## src/rtl/pinbank_pkg.sv

```systemverilog
package pinbank_pkg;
  localparam int unsigned LINES   = 32;
  localparam int unsigned GROUP   = 8;
  localparam int unsigned AW      = 4;

  // Register word addresses
  localparam logic [AW-1:0] RA_OUT   = 4'd0;
  localparam logic [AW-1:0] RA_DIR   = 4'd1;
  localparam logic [AW-1:0] RA_POL   = 4'd2;
  localparam logic [AW-1:0] RA_BLINK = 4'd3;
  localparam logic [AW-1:0] RA_BSEL  = 4'd4;
  localparam logic [AW-1:0] RA_DIN   = 4'd5;
  localparam logic [AW-1:0] RA_CAUSE = 4'd6;
  localparam logic [AW-1:0] RA_EMASK = 4'd7;
  localparam logic [AW-1:0] RA_LMASK = 4'd8;
endpackage

```

## src/rtl/pinbank_sync.sv

```systemverilog
module pinbank_sync #(
  parameter int unsigned W = pinbank_pkg::LINES
) (
  input  logic         clk,
  input  logic         rst_n,
  input  logic [W-1:0] pin_in,
  input  logic [W-1:0] pol,
  output logic [W-1:0] din
);
  logic [W-1:0] meta_q, stab_q;

  always_ff @(posedge clk or negedge rst_n) begin
    if (!rst_n) begin
      meta_q <= '0;
      stab_q <= '0;
    end else begin
      meta_q <= pin_in;
      stab_q <= meta_q;
    end
  end

  assign din = stab_q ^ pol;
endmodule

```

## src/rtl/pinbank_regs.sv

```systemverilog
module pinbank_regs
  import pinbank_pkg::*;
#(
  parameter int unsigned W = LINES
) (
  input  logic          clk,
  input  logic          rst_n,
  input  logic          we,
  input  logic [AW-1:0] addr,
  input  logic [W-1:0]  wdata,
  input  logic [W-1:0]  din,
  input  logic [W-1:0]  cause,
  output logic [W-1:0]  rdata,
  output logic          cause_we,
  output logic [W-1:0]  out_q,
  output logic [W-1:0]  dir_q,
  output logic [W-1:0]  pol_q,
  output logic [W-1:0]  blink_q,
  output logic [W-1:0]  bsel_q,
  output logic [W-1:0]  emask_q,
  output logic [W-1:0]  lmask_q
);
  logic en_out, en_dir, en_pol, en_blink, en_bsel, en_emask, en_lmask;

  always_comb begin
    en_out   = we && (addr == RA_OUT);
    en_dir   = we && (addr == RA_DIR);
    en_pol   = we && (addr == RA_POL);
    en_blink = we && (addr == RA_BLINK);
    en_bsel  = we && (addr == RA_BSEL);
    en_emask = we && (addr == RA_EMASK);
    en_lmask = we && (addr == RA_LMASK);
    cause_we = we && (addr == RA_CAUSE);
  end

  always_ff @(posedge clk or negedge rst_n) begin
    if (!rst_n) begin
      out_q   <= '0;
      dir_q   <= '0;
      pol_q   <= '0;
      blink_q <= '0;
      bsel_q  <= '0;
      emask_q <= '0;
      lmask_q <= '0;
    end else begin
      if (en_out)   out_q   <= wdata;
      if (en_dir)   dir_q   <= wdata;
      if (en_pol)   pol_q   <= wdata;
      if (en_blink) blink_q <= wdata;
      if (en_bsel)  bsel_q  <= wdata;
      if (en_emask) emask_q <= wdata;
      if (en_lmask) lmask_q <= wdata;
    end
  end

  always_comb begin
    unique case (addr)
      RA_OUT:   rdata = out_q;
      RA_DIR:   rdata = dir_q;
      RA_POL:   rdata = pol_q;
      RA_BLINK: rdata = blink_q;
      RA_BSEL:  rdata = bsel_q;
      RA_DIN:   rdata = din;
      RA_CAUSE: rdata = cause;
      RA_EMASK: rdata = emask_q;
      RA_LMASK: rdata = lmask_q;
      default:  rdata = '0;
    endcase
  end


  out_wr_chk: assert property (@(posedge clk) disable iff (!rst_n)
    (we && addr == RA_OUT) |=> (out_q == $past(wdata)));
endmodule

```

## src/rtl/pinbank_irq_logic.sv

```systemverilog
module pinbank_irq_logic #(
  parameter int unsigned W = pinbank_pkg::LINES,
  parameter int unsigned G = pinbank_pkg::GROUP
) (
  input  logic           clk,
  input  logic           rst_n,
  input  logic [W-1:0]   din,
  input  logic           cause_we,
  input  logic [W-1:0]   wdata,
  input  logic [W-1:0]   emask,
  input  logic [W-1:0]   lmask,
  output logic [W-1:0]   cause_q,
  output logic [W/G-1:0] irq
);
  localparam int unsigned NG = W / G;

  logic [W-1:0] din_q, rise, cause_d, pend;

  always_comb begin
    rise    = din & ~din_q;
    cause_d = (cause_we ? (cause_q & wdata) : cause_q) | rise;
    pend    = (cause_q & emask) | (din & lmask);
  end

  always_ff @(posedge clk or negedge rst_n) begin
    if (!rst_n) begin
      din_q   <= '0;
      cause_q <= '0;
    end else begin
      din_q   <= din;
      cause_q <= cause_d;
    end
  end

  for (genvar g = 0; g < NG; g++) begin : g_grp
    assign irq[g] = |pend[g*G +: G];
  end


  edge_latch_chk: assert property (@(posedge clk) disable iff (!rst_n)
    ((din & ~din_q) != '0) |=> ((cause_q & $past(din & ~din_q)) == $past(din & ~din_q)));

  clr_chk: assert property (@(posedge clk) disable iff (!rst_n)
    cause_we |=> ((cause_q & ~$past(wdata)) == ($past(din & ~din_q) & ~$past(wdata))));

  hold_chk: assert property (@(posedge clk) disable iff (!rst_n)
    (!cause_we && ((din & ~din_q) == '0)) |=> $stable(cause_q));

  quiet_chk: assert property (@(posedge clk) disable iff (!rst_n)
    (emask == '0 && lmask == '0) |-> (irq == '0));
endmodule

```

## src/rtl/pinbank_irq.sv

```systemverilog
module pinbank_irq
  import pinbank_pkg::*;
#(
  parameter int unsigned W = LINES,
  parameter int unsigned G = GROUP
) (
  input  logic           clk,
  input  logic           rst_n,
  input  logic [AW-1:0]  bus_addr,
  input  logic           bus_we,
  input  logic [W-1:0]   bus_wdata,
  output logic [W-1:0]   bus_rdata,
  input  logic [W-1:0]   pin_in,
  output logic [W-1:0]   pin_out,
  output logic [W-1:0]   pin_oe,
  input  logic           blink_wave_a,
  input  logic           blink_wave_b,
  output logic [W/G-1:0] irq_grp
);
  logic [W-1:0] din, cause, out_q, dir_q, pol_q, blink_q, bsel_q, emask_q, lmask_q;
  logic         cause_we;

  pinbank_sync #(.W(W)) u_sync (
    .clk(clk), .rst_n(rst_n), .pin_in(pin_in), .pol(pol_q), .din(din)
  );

  pinbank_regs #(.W(W)) u_regs (
    .clk(clk), .rst_n(rst_n), .we(bus_we), .addr(bus_addr), .wdata(bus_wdata),
    .din(din), .cause(cause), .rdata(bus_rdata), .cause_we(cause_we),
    .out_q(out_q), .dir_q(dir_q), .pol_q(pol_q), .blink_q(blink_q),
    .bsel_q(bsel_q), .emask_q(emask_q), .lmask_q(lmask_q)
  );

  pinbank_irq_logic #(.W(W), .G(G)) u_irq (
    .clk(clk), .rst_n(rst_n), .din(din), .cause_we(cause_we), .wdata(bus_wdata),
    .emask(emask_q), .lmask(lmask_q), .cause_q(cause), .irq(irq_grp)
  );

  for (genvar i = 0; i < W; i++) begin : g_pad
    logic wave;
    assign wave       = bsel_q[i] ? blink_wave_b : blink_wave_a;
    assign pin_out[i] = out_q[i] & (~blink_q[i] | wave);
    assign pin_oe[i]  = ~dir_q[i];
  end
endmodule

```

## config.mk

```make
export PLATFORM = sky130hd
export DESIGN_NAME = pinbank_irq
export DESIGN_NICKNAME = d
export VERILOG_FILES = /design/src/rtl/pinbank_pkg.sv /design/src/rtl/pinbank_sync.sv /design/src/rtl/pinbank_regs.sv /design/src/rtl/pinbank_irq_logic.sv /design/src/rtl/pinbank_irq.sv
export SDC_FILE = /design/constraint.sdc
export NUM_CORES = 1
export LEC_CHECK = 0
export BUFFER_PORTS_ARGS = -buffer_cell sky130_fd_sc_hd__buf_2
export CAP_MARGIN = 30
export CORE_AREA = 8 8 259 261
export DETAILED_ROUTE_END_ITERATION = 8
export DIE_AREA = 0 0 267 269
export GPL_TIMING_DRIVEN = 1
export PLACE_DENSITY = 0.46
export SYNTH_ARGS = -nofsm -noshare
export SYNTH_HDL_FRONTEND = slang
export SYNTH_SLANG_ARGS = --single-unit
```

## constraint.sdc

```tcl
create_clock -name clk -period 3.55 [get_ports clk]
set_input_delay 0.5325 -clock clk [delete_from_list [all_inputs] [get_ports clk]]
set_output_delay 0.5325 -clock clk [all_outputs]
set_load 0.02 [all_outputs]
```

==> results.py, run 1 <==
metrics = {
    "status": {
        "status": "complete, no violations",
    },
    "timing": {
        "finalCriticalPeriod_ns": 3.168,
        "period_share_pct": 89.25,
        "fin_skew_ns": 0.01389,
        "finalMaxSlewViolations": 0,
        "holdWs_ns": 0.05748,
        "fmax_mhz": 315.6,
        "rsz0062_at_grt": "no",
        "tightest_slew_ns": 0.9498,
        "tns_ns": 0,
        "relSlewSlack_pct": 36.61,
        "timing.final.ws_setup_ns": 0.3816,
        "setup_viol": 0,
        "finalHoldViolCount": 0,
    },
    "global_route": {
        "grt_pass1_vias": 11910,
        "grt.total_usage_pct": 15.31,
        "antenna_found_initial": 2,
        "overflow": 0,
        "grt_max_degree": 102,
        "grt_pass1_wl_um": 82230,
    },
    "synth": {
        "yosys.area_share.simple_pct": 3.779,
        "synth_top_cell_area_share_pct": 56.48,
        "synth_compound_gate_area_share_pct": 12.41,
        "synth_edf_count": 0,
        "synth-xor-area-share_pct": 1.797,
        "async_reset_ff_share_pct": 100.0,
        "yosysWarnings": 0,
        "avgSynthCellArea_sq_um": 12.91,
        "ys_seq_area_share_pct": 56.48,
        "ys_ff_latch": 352,
        "synth_top_family_by_area": "multiplexers",
        "netlist-cell-type-count": 50,
        "yosys-top-cells-area": "dfrtp_1 (56%), mux2_1 (16%), mux2i_1 (5.3%)",
        "synthCells": 1208,
        "synth.area.mux_share_pct": 21.50,
        "ys.flop_type": "dfrtp_1",
        "synth_largest_area_cell": "dfrtp_1",
        "syn_area_sq_um": 15600,
        "synth_fp_nets": 1281,
        "synth_adder_area_share_pct": 0,
    },
    "route": {
        "vias": 11010,
        "ant_nets": 0,
        "drtPass1Iterations": 5,
        "dr.first_iter.drc_count": 625,
        "vias_per_cell": 4.806,
        "post_drt_wl_per_cell_um": 24.22,
        "route.detailed.drc": 0,
        "wl_um": 55500,
    },
    "setup_path": {
        "path_max_fanout": 18,
        "critPathCaptureType": "primary output",
        "cp_common_cell": "buf_2",
        "slowest_stage": "or3_1",
        "crit_required_ns": 3.02,
        "worstPathArrival_ns": 2.64,
        "crit_type": "primary input to primary output",
        "path_cells": "buf_2 > buf_12 > or3_1 > buf_4 > o2bb2ai_1 > a211oi_1 > a31oi_1 > buf_2",
        "cp-start-kind": "primary input",
        "max_stage_delay_ns": 0.56,
    },
    "finish": {
        "drive_gt1_share_pct": 21.55,
        "finish.instance_area_sq_um": 19190,
        "syn2layout_area_growth_pct": 23.07,
        "final_cell_mix": "dfrtp_1 (352), mux2_1 (220), buf_2 (170)",
        "nets": 1485,
        "final_common_cell": "dfrtp_1",
        "fill_cells": 6417,
    },
    "power": {
        "leakagePower_nw": 8.532,
        "peakVddDrop_v": 0.0003306,
        "powerDensity_nw_per_um2": 628.5,
        "finalPower_mw": 12.06,
    },
    "floorplan": {
        "rows": 92,
        "start_util_pct": 24.86,
        "io_pins": 173,
        "die_h_um": 269,
        "dieArea_sq_um": 71820,
        "core_sq_um": 62740,
        "die_w_um": 267,
    },
    "place": {
        "gp_congestion": 0.7866,
        "dp_hpwl_um": 38420,
        "place_ws_ns": 0.4349,
        "place_area_sq_um": 17790,
        "io_buffers": 172,
    },
    "clock_network": {
        "clockRootBuffer": "clkbuf_16",
        "cts_setup_buffers": 0,
        "holdBufCountCts": 0,
        "cts.clk_slew.worst_paths_ns": 0.06,
        "clock-sinks": 352,
        "numCtsBuffers": 42,
        "cts_max_level": 2,
        "cts_tree": "yes",
        "clock_path_buffers": 3,
        "ctsResizeCount": 0,
        "insertion_delay_ns": 0.56,
    },
    "flow_run": {
        "max_cap_violations": 0,
    },
    "hold_path": {
        "worstHoldPathType": "primary input to asynchronous set/reset pin",
    },
}
==> per-layer routing <==
| layer | up-vias | GRT usage, % | share of wire [%] |
|---|---|---|---|
| met5 | - | 0 | 0 |
| met4 | 0 | 4.690 | 2.4 |
| met3 | 80 | 3.045 | 5.3 |
| met2 | 307 | 25.01 | 48 |
| met1 | 5744 | 20.37 | 45 |
| li1 | 4880 | - | - |
==> synth_stat cells (all sizes together) (12+ instances only) <==
| master | n |
|---|---|
| mux2i | 83 |
| a22o | 12 |
| nor2 | 13 |
| o22ai | 16 |
| nor3b | 12 |
| mux2 | 224 |
| buf | 47 |
| nor3 | 19 |
| a211oi | 18 |
| a22oi | 31 |
| inv | 80 |
| a21boi | 32 |
| clkbuf | 21 |
| dfrtp | 352 |
| a32oi | 17 |
| o21ai | 70 |
| a221oi | 27 |
| nand2 | 16 |
| a31oi | 18 |
| xor2 | 32 |
==> report_power, final <==
| part | switching (mW) | total, mW | internal [mW] |
|---|---|---|---|
| clock | 1.71 | 4.38 | 2.68 |
| combinational | 1.30 | 2.25 | 0.944 |
| sequential | 0.651 | 5.43 | 4.78 |
==> cells by family after synthesis <==
| kind of cell | count (synthesis) |
|---|---|
| mux | 307 |
| compound gates | 276 |
| simple gates | 93 |
| xor+xnor | 32 |
| flops | 352 |
| buf+inv | 148 |
==> metrics by stage <==
stage | std cells | utilization (%)
2_1_floorplan | 1208 | -
5_1_grt | 2289 | 30.59
6_report | 2291 | 30.60
3_5_place_dp | 2214 | 28.35
3_3_place_gp | 2214 | 28.35
4_1_cts | 2289 | 30.59
==> cell type report <==
class | count | area (sq um) | area share (%)
antenna | 2 | 5.005 | 0.02607
clock buffer | 60 | 1220 | 6.356
clock inverter | 15 | 181.4 | 0.9452
inverter | 80 | 300.3 | 1.564
multi-input combinational | 708 | 6177 | 32.18
sequential | 352 | 8808 | 45.89
tap | 846 | 1059 | 5.515
timing repair buffer | 228 | 1444 | 7.522
==> critical path, delay by kind of cell <==
kind	cells	cell delay (ns)
AOI/OAI and AO/OA	3	0.58
and+or+nand+nor	1	0.56
buffers and inverters	4	0.94
==> path summary, 6_finish.rpt <==
path                                   from                end  slack [ns]  cells past startpoint
min in group clk                 pin_in[11]  u_sync.meta_q[11]        0.08                      1
min reg2reg                u_sync.meta_q[9]   u_sync.stab_q[9]        0.35                      0
max in group asynchronous             rst_n  u_irq.cause_q[18]        2.61                      3
min                                   rst_n   u_regs.dir_q[15]        0.06                      1
max                             bus_addr[2]       bus_rdata[8]        0.38                      8
max reg2reg                u_sync.stab_q[0]   u_irq.cause_q[0]        2.43                      3
Power figures use the tool's default switching activity.
==> run 2: changes to the inputs <==
--- a/config.mk
+++ b/config.mk
@@ -7,11 +7,12 @@
 export LEC_CHECK = 0
 export BUFFER_PORTS_ARGS = -buffer_cell sky130_fd_sc_hd__buf_2
 export CAP_MARGIN = 30
-export CORE_AREA = 8 8 259 261
+export CORE_AREA = 8 8 178 180
 export DETAILED_ROUTE_END_ITERATION = 8
-export DIE_AREA = 0 0 267 269
+export DIE_AREA = 0 0 186 188
 export GPL_TIMING_DRIVEN = 1
-export PLACE_DENSITY = 0.46
+export PLACE_DENSITY = 0.81
+export REMOVE_ABC_BUFFERS = 1
 export SYNTH_ARGS = -nofsm -noshare
 export SYNTH_HDL_FRONTEND = slang
 export SYNTH_SLANG_ARGS = --single-unit
==> run 2 against run 1 <==
Compared with the run above: utilization increased by 32 points; sequential power about the same; maximum frequency decreased by 4.3%; global-route usage increased by 10 points; combinational power decreased by 3%; routed wire length decreased by 20%; cell count decreased by 21%; register-to-register slack about the same.
==> results.py, run 2 (synthesis gave the netlist of run 1 again) <==
metrics = {
    "global_route": {
        "overflow": 0,
        "grt_max_degree": 110,
        "grt_pass1_vias": 12070,
        "met2_usage_pct": 39.90,
        "antenna_found_initial": 2,
        "use_met1_pct": 33.95,
        "grt_pass1_wl_um": 69250,
        "grt_use_met3_pct": 5.942,
        "grt.busiest_layer": "met2",
        "grt.total_usage_pct": 25.48,
    },
    "timing": {
        "finalHoldViolCount": 0,
        "holdWs_ns": 0.05183,
        "tightest_slew_ns": 0.8814,
        "fmax_mhz": 302.1,
        "setup_viol": 0,
        "tns_ns": 0,
        "fin_skew_ns": 0.01101,
        "period_share_pct": 93.25,
        "rsz0062_at_grt": "no",
        "finalMaxSlewViolations": 0,
        "finalCriticalPeriod_ns": 3.310,
        "relSlewSlack_pct": 41.24,
    },
    "power": {
        "peakVddDrop_v": 0.0003238,
        "powerDensity_nw_per_um2": 631.5,
        "leakagePower_nw": 8.369,
    },
    "place": {
        "gp_congestion": 0.8888,
        "io_buffers": 172,
        "placedCellCount": 1749,
        "dp_hpwl_um": 29710,
    },
    "setup_path": {
        "r2r_cells": 3,
        "max_stage_delay_ns": 0.75,
        "crit_buf_inv": 3,
        "crit_type": "primary input to primary output",
        "r2r_start": "u_regs.pol_q[0]",
        "worstPathArrival_ns": 2.78,
        "slowest_stage": "and2_1",
        "crit_required_ns": 3.02,
        "path_cells": "buf_2 > buf_4 > nor3_2 > and2_1 > a222oi_1 > o211ai_1 > buf_2",
        "cp-start-kind": "primary input",
        "critPathCaptureType": "primary output",
        "r2r_end": "u_irq.cause_q[0]",
        "r2r_slack_ns": 2.42,
        "path_max_fanout": 14,
        "cpLargestDelayFamily": "simple AND/OR/NAND/NOR gates",
        "cp_common_cell": "buf_2",
    },
    "clock_network": {
        "cts_setup_buffers": 0,
        "cts_max_level": 2,
        "numCtsBuffers": 37,
        "clockRootBuffer": "clkbuf_16",
        "clock_path_buffers": 3,
        "ctsResizeCount": 0,
        "clock-sinks": 352,
        "cts_tree": "yes",
        "holdBufCountCts": 0,
        "insertion_delay_ns": 0.53,
        "cts.clk_slew.worst_paths_ns": 0.06,
    },
    "finish": {
        "syn2layout_area_growth_pct": 17.34,
        "fill_cells": 2225,
        "nets": 1471,
        "fin_cells": 1817,
        "final_common_cell": "dfrtp_1",
        "drive_gt1_share_pct": 20.41,
        "final_cell_mix": "dfrtp_1 (352), mux2_1 (220), buf_2 (170)",
    },
    "floorplan": {
        "die_h_um": 188,
        "start_util_pct": 53.77,
        "die_w_um": 186,
        "dieArea_sq_um": 34970,
        "core_sq_um": 29010,
        "io_pins": 173,
        "rows": 63,
    },
    "route": {
        "vias": 11350,
        "post_drt_wl_per_cell_um": 24.40,
        "route.detailed.drc": 0,
        "wl_um": 44340,
        "drtPass1Iterations": 5,
        "ant_nets": 0,
        "vias_per_cell": 6.247,
        "dr.first_iter.drc_count": 1034,
    },
    "flow_run": {
        "max_cap_violations": 0,
    },
    "status": {
        "status": "complete, no violations",
    },
    "hold_path": {
        "worstHoldPathType": "primary input to asynchronous set/reset pin",
    },
}
==> run 2: cell count changes in the layout (fill, tap and decap cells not counted), sizes merged <==
cell      delta
buf          -9
bufinv       -1
clkbuf       -3
clkinv       -3
clkinvlp     -1
diode        -1
==> run 2: layer usage <==
metal  wire length [um]  vias to the layer above  share of wire (%)
li1                   -                     4866                  -
met5                 13                        -              0.029
met4               1532                        2                3.5
met2              20760                      629                 47
met3               4276                      135                9.6
met1              17760                     5719                 40
==> run 2: area by class of cell <==
class	count	area [sq um]	area share, %
sequential	352	8808	48.13
multi-input combinational	708	6172	33.73
timing repair buffer	219	1276	6.974
clock buffer	57	1124	6.140
tap	390	488.0	2.666
inverter	80	300.3	1.641
clock inverter	10	128.9	0.7042
antenna	1	2.502	0.01367
==> run 2: worst max path at each step <==
stage,cells past startpoint,endpoint,start
2_1_floorplan,4,u_regs.bsel_q[0],bus_addr[3]
3_3_place_gp,7,bus_rdata[29],bus_addr[2]
3_5_place_dp,7,bus_rdata[29],bus_addr[2]
4_1_cts,7,bus_rdata[29],bus_addr[2]
5_1_grt,7,bus_rdata[29],bus_addr[2]
6_report,7,bus_rdata[29],bus_addr[2]
==> run 2: power breakdown <==
| group | internal [mW] | switching [mW] | leakage, nW |
|---|---|---|---|
| sequential | 4.78 | 0.640 | 4.15 |
| combinational | 0.927 | 1.25 | 3.59 |
| clock | 2.40 | 1.57 | 0.620 |
| total | 8.10 | 3.45 | 8.37 |
==> run 2: per-stage QoR <==
step | utilization [%] | instance area (sq um) | setup slack (ns) | power (mW)
floorplan | - | 15270 | 0.2808 | 6.652
global placement | 58.76 | 17050 | 0.4194 | 7.500
detailed placement | 58.76 | 17050 | 0.2999 | 7.626
CTS | 63.08 | 18300 | 0.2792 | 11.60
global route | 63.09 | 18300 | 0.1720 | 12.04
finish | 63.09 | 18300 | 0.2397 | 11.56
